## src/rtl/pgload_pkg.sv

```systemverilog
package pgload_pkg;
    typedef enum logic [1:0] {
        WS_IDLE,
        WS_SETUP,
        WS_STROBE,
        WS_RECOVER
    } wr_state_t;

    localparam int BYTE_W = 8;
endpackage

```

## src/rtl/pgl_shift_chain.sv

```systemverilog
module pgl_shift_chain #(
    parameter int W = 8
) (
    input  logic         tck,
    input  logic         rst_n,
    input  logic         cap_en,
    input  logic [W-1:0] cap_data,
    input  logic         shift_en,
    input  logic         tdi,
    output logic [W-1:0] q,
    output logic         tdo
);
    always_ff @(posedge tck or negedge rst_n) begin
        if (!rst_n) begin
            q <= '0;
        end else if (cap_en) begin
            q <= cap_data;
        end else if (shift_en) begin
            q <= {tdi, q[W-1:1]};
        end
    end

    assign tdo = q[0];
endmodule

```

## src/rtl/pgl_byte_seq.sv

```systemverilog
module pgl_byte_seq #(
    parameter int AW = 7
) (
    input  logic          tck,
    input  logic          rst_n,
    input  logic          mode_enter,
    input  logic          addr_load,
    input  logic [AW-1:0] addr_in,
    input  logic          advance,
    output logic [AW-1:0] sel_addr,
    output logic          sel_hi
);
    logic [AW-1:0] word_q;
    logic          nxt_hi_q;
    logic          first_q;

    // Pre-increment applies only when moving on to a fresh low byte.
    always_comb begin
        sel_hi   = nxt_hi_q;
        sel_addr = (!nxt_hi_q && !first_q) ? word_q + AW'(1) : word_q;
    end

    always_ff @(posedge tck or negedge rst_n) begin
        if (!rst_n) begin
            word_q   <= '0;
            nxt_hi_q <= 1'b0;
            first_q  <= 1'b1;
        end else begin
            if (mode_enter) begin
                nxt_hi_q <= 1'b0;
                first_q  <= 1'b1;
            end else if (advance) begin
                nxt_hi_q <= ~nxt_hi_q;
                first_q  <= 1'b0;
            end
            if (addr_load) begin
                word_q <= addr_in;
            end else if (advance && !mode_enter) begin
                word_q <= sel_addr;
            end
        end
    end
endmodule

```

## src/rtl/pgl_write_fsm.sv

```systemverilog
module pgl_write_fsm
    import pgload_pkg::*;
#(
    parameter int WIN       = 11,
    parameter int STROBE_AT = 3
) (
    input  logic tck,
    input  logic rst_n,
    input  logic start,
    output logic busy,
    output logic we
);
    localparam int CW = $clog2(WIN + 1);

    wr_state_t      state_q, state_d;
    logic [CW-1:0]  cyc_q;

    always_comb begin
        state_d = state_q;
        unique case (state_q)
            WS_IDLE:    if (start) state_d = WS_SETUP;
            WS_SETUP:   if (cyc_q == CW'(STROBE_AT - 1)) state_d = WS_STROBE;
            WS_STROBE:  state_d = WS_RECOVER;
            WS_RECOVER: if (cyc_q == CW'(WIN)) state_d = WS_IDLE;
            default:    state_d = WS_IDLE;
        endcase
    end

    always_ff @(posedge tck or negedge rst_n) begin
        if (!rst_n) begin
            state_q <= WS_IDLE;
            cyc_q   <= '0;
        end else begin
            state_q <= state_d;
            if (state_q == WS_IDLE) begin
                cyc_q <= start ? CW'(1) : '0;
            end else begin
                cyc_q <= cyc_q + CW'(1);
            end
        end
    end

    always_comb begin
        busy = (state_q != WS_IDLE);
        we   = (state_q == WS_STROBE);
    end
endmodule

```

## src/rtl/jtag_pgload_dr.sv

```systemverilog
module jtag_pgload_dr
    import pgload_pkg::*;
#(
    parameter int AW        = 7,
    parameter int WIN       = 11,
    parameter int STROBE_AT = 3
) (
    input  logic          tck,
    input  logic          rst_n,
    input  logic          capture_dr,
    input  logic          shift_dr,
    input  logic          update_dr,
    input  logic          tdi,
    output logic          tdo,
    input  logic          mode_enter,
    input  logic          mode_read,
    input  logic          addr_load,
    input  logic [AW-1:0] addr_in,
    input  logic [15:0]   rd_data,
    output logic [AW-1:0] pb_addr,
    output logic          pb_hi,
    output logic [7:0]    pb_data,
    output logic          pb_we,
    output logic          busy
);
    logic [BYTE_W-1:0] chain_q;
    logic [BYTE_W-1:0] hold_q;
    logic [AW-1:0]     wr_addr_q;
    logic              wr_hi_q;
    logic [AW-1:0]     sel_addr;
    logic              sel_hi;
    logic              accept_wr;
    logic              accept_rd;
    logic [BYTE_W-1:0] rd_byte;

    assign accept_wr = update_dr && !mode_read && !busy;
    assign accept_rd = capture_dr && mode_read;
    assign rd_byte   = sel_hi ? rd_data[15:8] : rd_data[7:0];

    pgl_shift_chain #(.W(BYTE_W)) u_chain (
        .tck      (tck),
        .rst_n    (rst_n),
        .cap_en   (accept_rd),
        .cap_data (rd_byte),
        .shift_en (shift_dr),
        .tdi      (tdi),
        .q        (chain_q),
        .tdo      (tdo)
    );

    pgl_byte_seq #(.AW(AW)) u_seq (
        .tck        (tck),
        .rst_n      (rst_n),
        .mode_enter (mode_enter),
        .addr_load  (addr_load),
        .addr_in    (addr_in),
        .advance    (accept_wr || accept_rd),
        .sel_addr   (sel_addr),
        .sel_hi     (sel_hi)
    );

    pgl_write_fsm #(.WIN(WIN), .STROBE_AT(STROBE_AT)) u_wr (
        .tck   (tck),
        .rst_n (rst_n),
        .start (accept_wr),
        .busy  (busy),
        .we    (pb_we)
    );

    always_ff @(posedge tck or negedge rst_n) begin
        if (!rst_n) begin
            hold_q    <= '0;
            wr_addr_q <= '0;
            wr_hi_q   <= 1'b0;
        end else if (accept_wr) begin
            hold_q    <= chain_q;
            wr_addr_q <= sel_addr;
            wr_hi_q   <= sel_hi;
        end
    end

    always_comb begin
        pb_data = hold_q;
        pb_addr = busy ? wr_addr_q : sel_addr;
        pb_hi   = busy ? wr_hi_q   : sel_hi;
    end
endmodule

```

## config.mk

```make
export PLATFORM = sky130hd
export DESIGN_NAME = jtag_pgload_dr
export DESIGN_NICKNAME = d
export VERILOG_FILES = /design/src/rtl/pgload_pkg.sv /design/src/rtl/pgl_shift_chain.sv /design/src/rtl/pgl_byte_seq.sv /design/src/rtl/pgl_write_fsm.sv /design/src/rtl/jtag_pgload_dr.sv
export SDC_FILE = /design/constraint.sdc
export NUM_CORES = 1
export LEC_CHECK = 0
export BUFFER_PORTS_ARGS = -buffer_cell sky130_fd_sc_hd__buf_2
export CAP_MARGIN = 10
export CORE_MARGIN = 2
export CORE_UTILIZATION = 58
export DETAILED_ROUTE_END_ITERATION = 16
export PLACE_DENSITY = 0.9
export RECOVER_POWER = 100
export SLEW_MARGIN = 20
export SYNTH_ARGS = -nofsm -noshare
export SYNTH_HDL_FRONTEND = slang
export SYNTH_SLANG_ARGS = --single-unit
export TNS_END_PERCENT = 20
```

## constraint.sdc

```tcl
create_clock -name tck -period 4 [get_ports tck]
set_input_delay 0.8 -clock tck [delete_from_list [all_inputs] [get_ports tck]]
set_output_delay 0.8 -clock tck [all_outputs]
set_load 0.05 [all_outputs]
```

==> results.md <==
* Crit Path Category: register to output pin
* Clock sinks at 39
* Max layer used: met4
* Area of the core at 3661 um^2
* Final Slew Violations at 40
* Pwr Density at roughly 730 nW/um^2
* IO Pins at 51
* Number of setup buffers added after CTS at 0
* Critical path cell sequence: or3b_1 -> or3_1 -> a31oi_1 -> clkbuf_1
* Diodes inserted at 0
* Worst endpoint required time at 3.20 ns
* Clock Skew at roughly 0.0067 ns
* CP arrival at roughly 2.6 ns
* Die X at about 66 um
* Gate Count Post-Synth at about 240
* First-pass GRT wire length at 8.266 mm
* HP Class: register to register
* Main synth FF type: dfrtp_1
* Leak pwr at roughly 1.1 nW
* GRT Total Usage at 0.2497
* RSZ-0062 raised after global routing: false
* Vias in the first global route at 1,785
* Initial core utilization at 0.6005
* Cell area after synthesis at 2198 um^2
* Count of flip-flops with a built-in enable after synthesis at 0
* Post-DR wirelength/cell at about 15 um
* Most frequent cells in the layout: nand2_1 (44), dfrtp_1 (38), buf_2 (29), clkbuf_1 (25), nor2_1 (20)
* Commonest non-fill, non-tap cell in the layout: nand2_1
* Worst-Margin Slew at 2.048 ns
* CTS tree: done
* H-tree depth at 2
* Max_cap viols at 1
* Synth unique cells at 43
* Final period utilization at 0.8474
* Area Overhead vs Synth at 15.59%
* Initial DRC count at ~130
* Die ar. at between 4000 and 5000 um^2
* Startpoint Class: register
* Fill cells at around 300
* Initial antenna violation count at 0
* TritonRoute pass-1 iters at 4
* Cts hold-fix bufs at 0
* Total power at between 1.5 and 2 mW
* M1 WL at 2.205 mm
* IR drop worst, VDD at about 0.00029 V
* CP endpoint kind: output pin
* Syn nets at about 280
* Dpl hpwl at 3.305 mm
* Fmax at slightly below 300 MHz
* Gp weighted congestion at around 0.9
* Largest net degree at the start of global routing at 40
* Asr flop ratio synth at 1.000
* Post_cts resized at 0
* GRT Residual Overflow at 0
* Final Hold Fails at 0
* Root buf cell: clkbuf_8
* Seq cells post-synth at 39
* Mean post-synth cell area at approximately 9 um^2
* FF/Latch Area at between 900 and 1000 um^2
* CP max stage cell: dfrtp_1
* CP max stage delay at 0.65 ns
* Via-to-Cell Ratio at 5.895
* # DRC at 0
* Maximum clock insertion buffer count at 2
* Met3 WL post-DR at between 300 and 400 um
* Shortest period the worst path allows at 3.390 ns
* CTS Buf Count at 5
* Status: finished, violations left
* Vias at just under 2,000
* Clk_lat worst skew at about 0.29 ns
* # nets final at roughly 320
* Multi-input gate area in the final layout at about 1100 um^2
* Worst-path clk slew at 0.08 ns
* Setup Viol. Count Final at 0
* Layout cells sized above 1 at 0.1474
* Post-synthesis sequential area ratio at 0.4445
* IO Port Bufs at 50
* Met2 routed WL at about 2.2 mm
* Die height at 65.57 um
* Final TNS setup at 0 ns
* Failing checks: capacitance limit, slew limit
* Worst slew margin at -0.3656
* FP Rows at 22
* Synth warn at 0
* DRT Wirelength at about 4.8 mm
* Crit path max fanout at 26
* Detail Route Antenna Nets at 0
area by class of cell:
type	count	area share
repair buffers	52	0.09109
well taps	48	0.02363
clock buffers	7	0.03003
clock inverters	1	0.01182
flip-flops and latches	39	0.3845
multi-input cells	180	0.4500
inverters	6	0.008863
path summary, 6_finish.rpt:
path	from	end	slack, ns	cells past startpoint
min reg2reg	wr_addr_q[1]$_DFFE_PN0P_	wr_addr_q[1]$_DFFE_PN0P_	0.48	2
min	wr_addr_q[1]$_DFFE_PN0P_	wr_addr_q[1]$_DFFE_PN0P_	0.48	2
max reg2reg	u_wr.state_q[0]$_DFFE_PN0P_	u_seq.word_q[0]$_DFFE_PN0P_	0.92	7
min in group asynchronous	rst_n	u_seq.sel_hi$_DFFE_PN0P_	1.09	1
max in group asynchronous	rst_n	u_seq.word_q[5]$_DFFE_PN0P_	1.74	1
max	u_seq.sel_hi$_DFFE_PN0P_	pb_addr[6]	0.61	4
per-layer routing:
metal	vias up	track usage
met2	84	0.3712
met4	0	0.1250
met1	910	0.3450
met5	-	0
met3	15	0.05479
li1	954	-
cells by family after synthesis:
| logic type | Yosys count | share of synthesized area |
|---|---|---|
| compound gates | 58 | 0.1844 |
| xor+xnor | 4 | 0.01594 |
| fa+ha+maj | 8 | 0.04553 |
| buf+inv | 20 | 0.03529 |
| flops | 39 | 0.4445 |
| mux | 12 | 0.05578 |
| simple gates | 98 | 0.2186 |
report_power, final:
group	switching [mW]	internal, mW	total, mW
Clock	0.133	0.187	0.319
Sequential	0.109	0.529	0.638
Combinational	0.672	0.223	0.895
worst max-delay path, delay by kind of cell (launching register included):
kind,cells,cell delay (ns)
buf+inv,1,0.48
compound gates,1,0.17
flops,1,0.65
simple gates,2,0.99
per-stage QoR:
step           setup slack, ns    util  instances  instance area, um^2  hold WS [ns]
2_1_floorplan           0.9637       -        239                 2198        0.4424
3_3_place_gp             1.192  0.6743        325                 2469        0.4555
3_5_place_dp             1.144  0.6743        325                 2469        0.4620
4_1_cts                 0.8155  0.7033        333                 2575        0.4798
5_1_grt                 0.4677  0.6941        333                 2541        0.5043
6_report                0.6105  0.6941        333                 2541        0.4848
cell usage after synthesis, drive strengths merged (2+ instances only):
library cell | n | area (um^2)
a2111o | 2 | 22.52
a2111oi | 3 | 32.53
a211oi | 10 | 75.07
a21boi | 2 | 15.01
a21oi | 11 | 55.05
a31oi | 8 | 50.05
and3b | 2 | 17.52
buf | 5 | 21.27
clkbuf | 9 | 33.78
dfrtp | 38 | 950.9
ha | 8 | 100.1
inv | 6 | 22.52
mux2 | 2 | 22.52
mux2i | 10 | 100.1
nand2 | 44 | 165.2
nand3 | 2 | 10.01
nand3b | 3 | 22.52
nor2 | 20 | 75.07
nor2b | 8 | 50.05
nor3 | 3 | 15.01
nor4bb | 2 | 20.02
o2111ai | 3 | 26.28
o211ai | 7 | 52.55
o21ai | 8 | 40.04
or2 | 2 | 12.51
or3 | 4 | 25.02
or3b | 2 | 17.52
xnor2 | 3 | 26.28
sequential cells by signal (all words and copies together), names as in the netlist:
signal         cells
u_seq.word_q       7
u_seq.sel_hi       1
u_seq.first_q      1
u_wr.state_q       2
wr_hi_q            1
wr_addr_q          7
u_chain.q          8
pb_data            8
u_wr.cyc_q         4
Note: power is estimated with default switching activity, not from simulation.
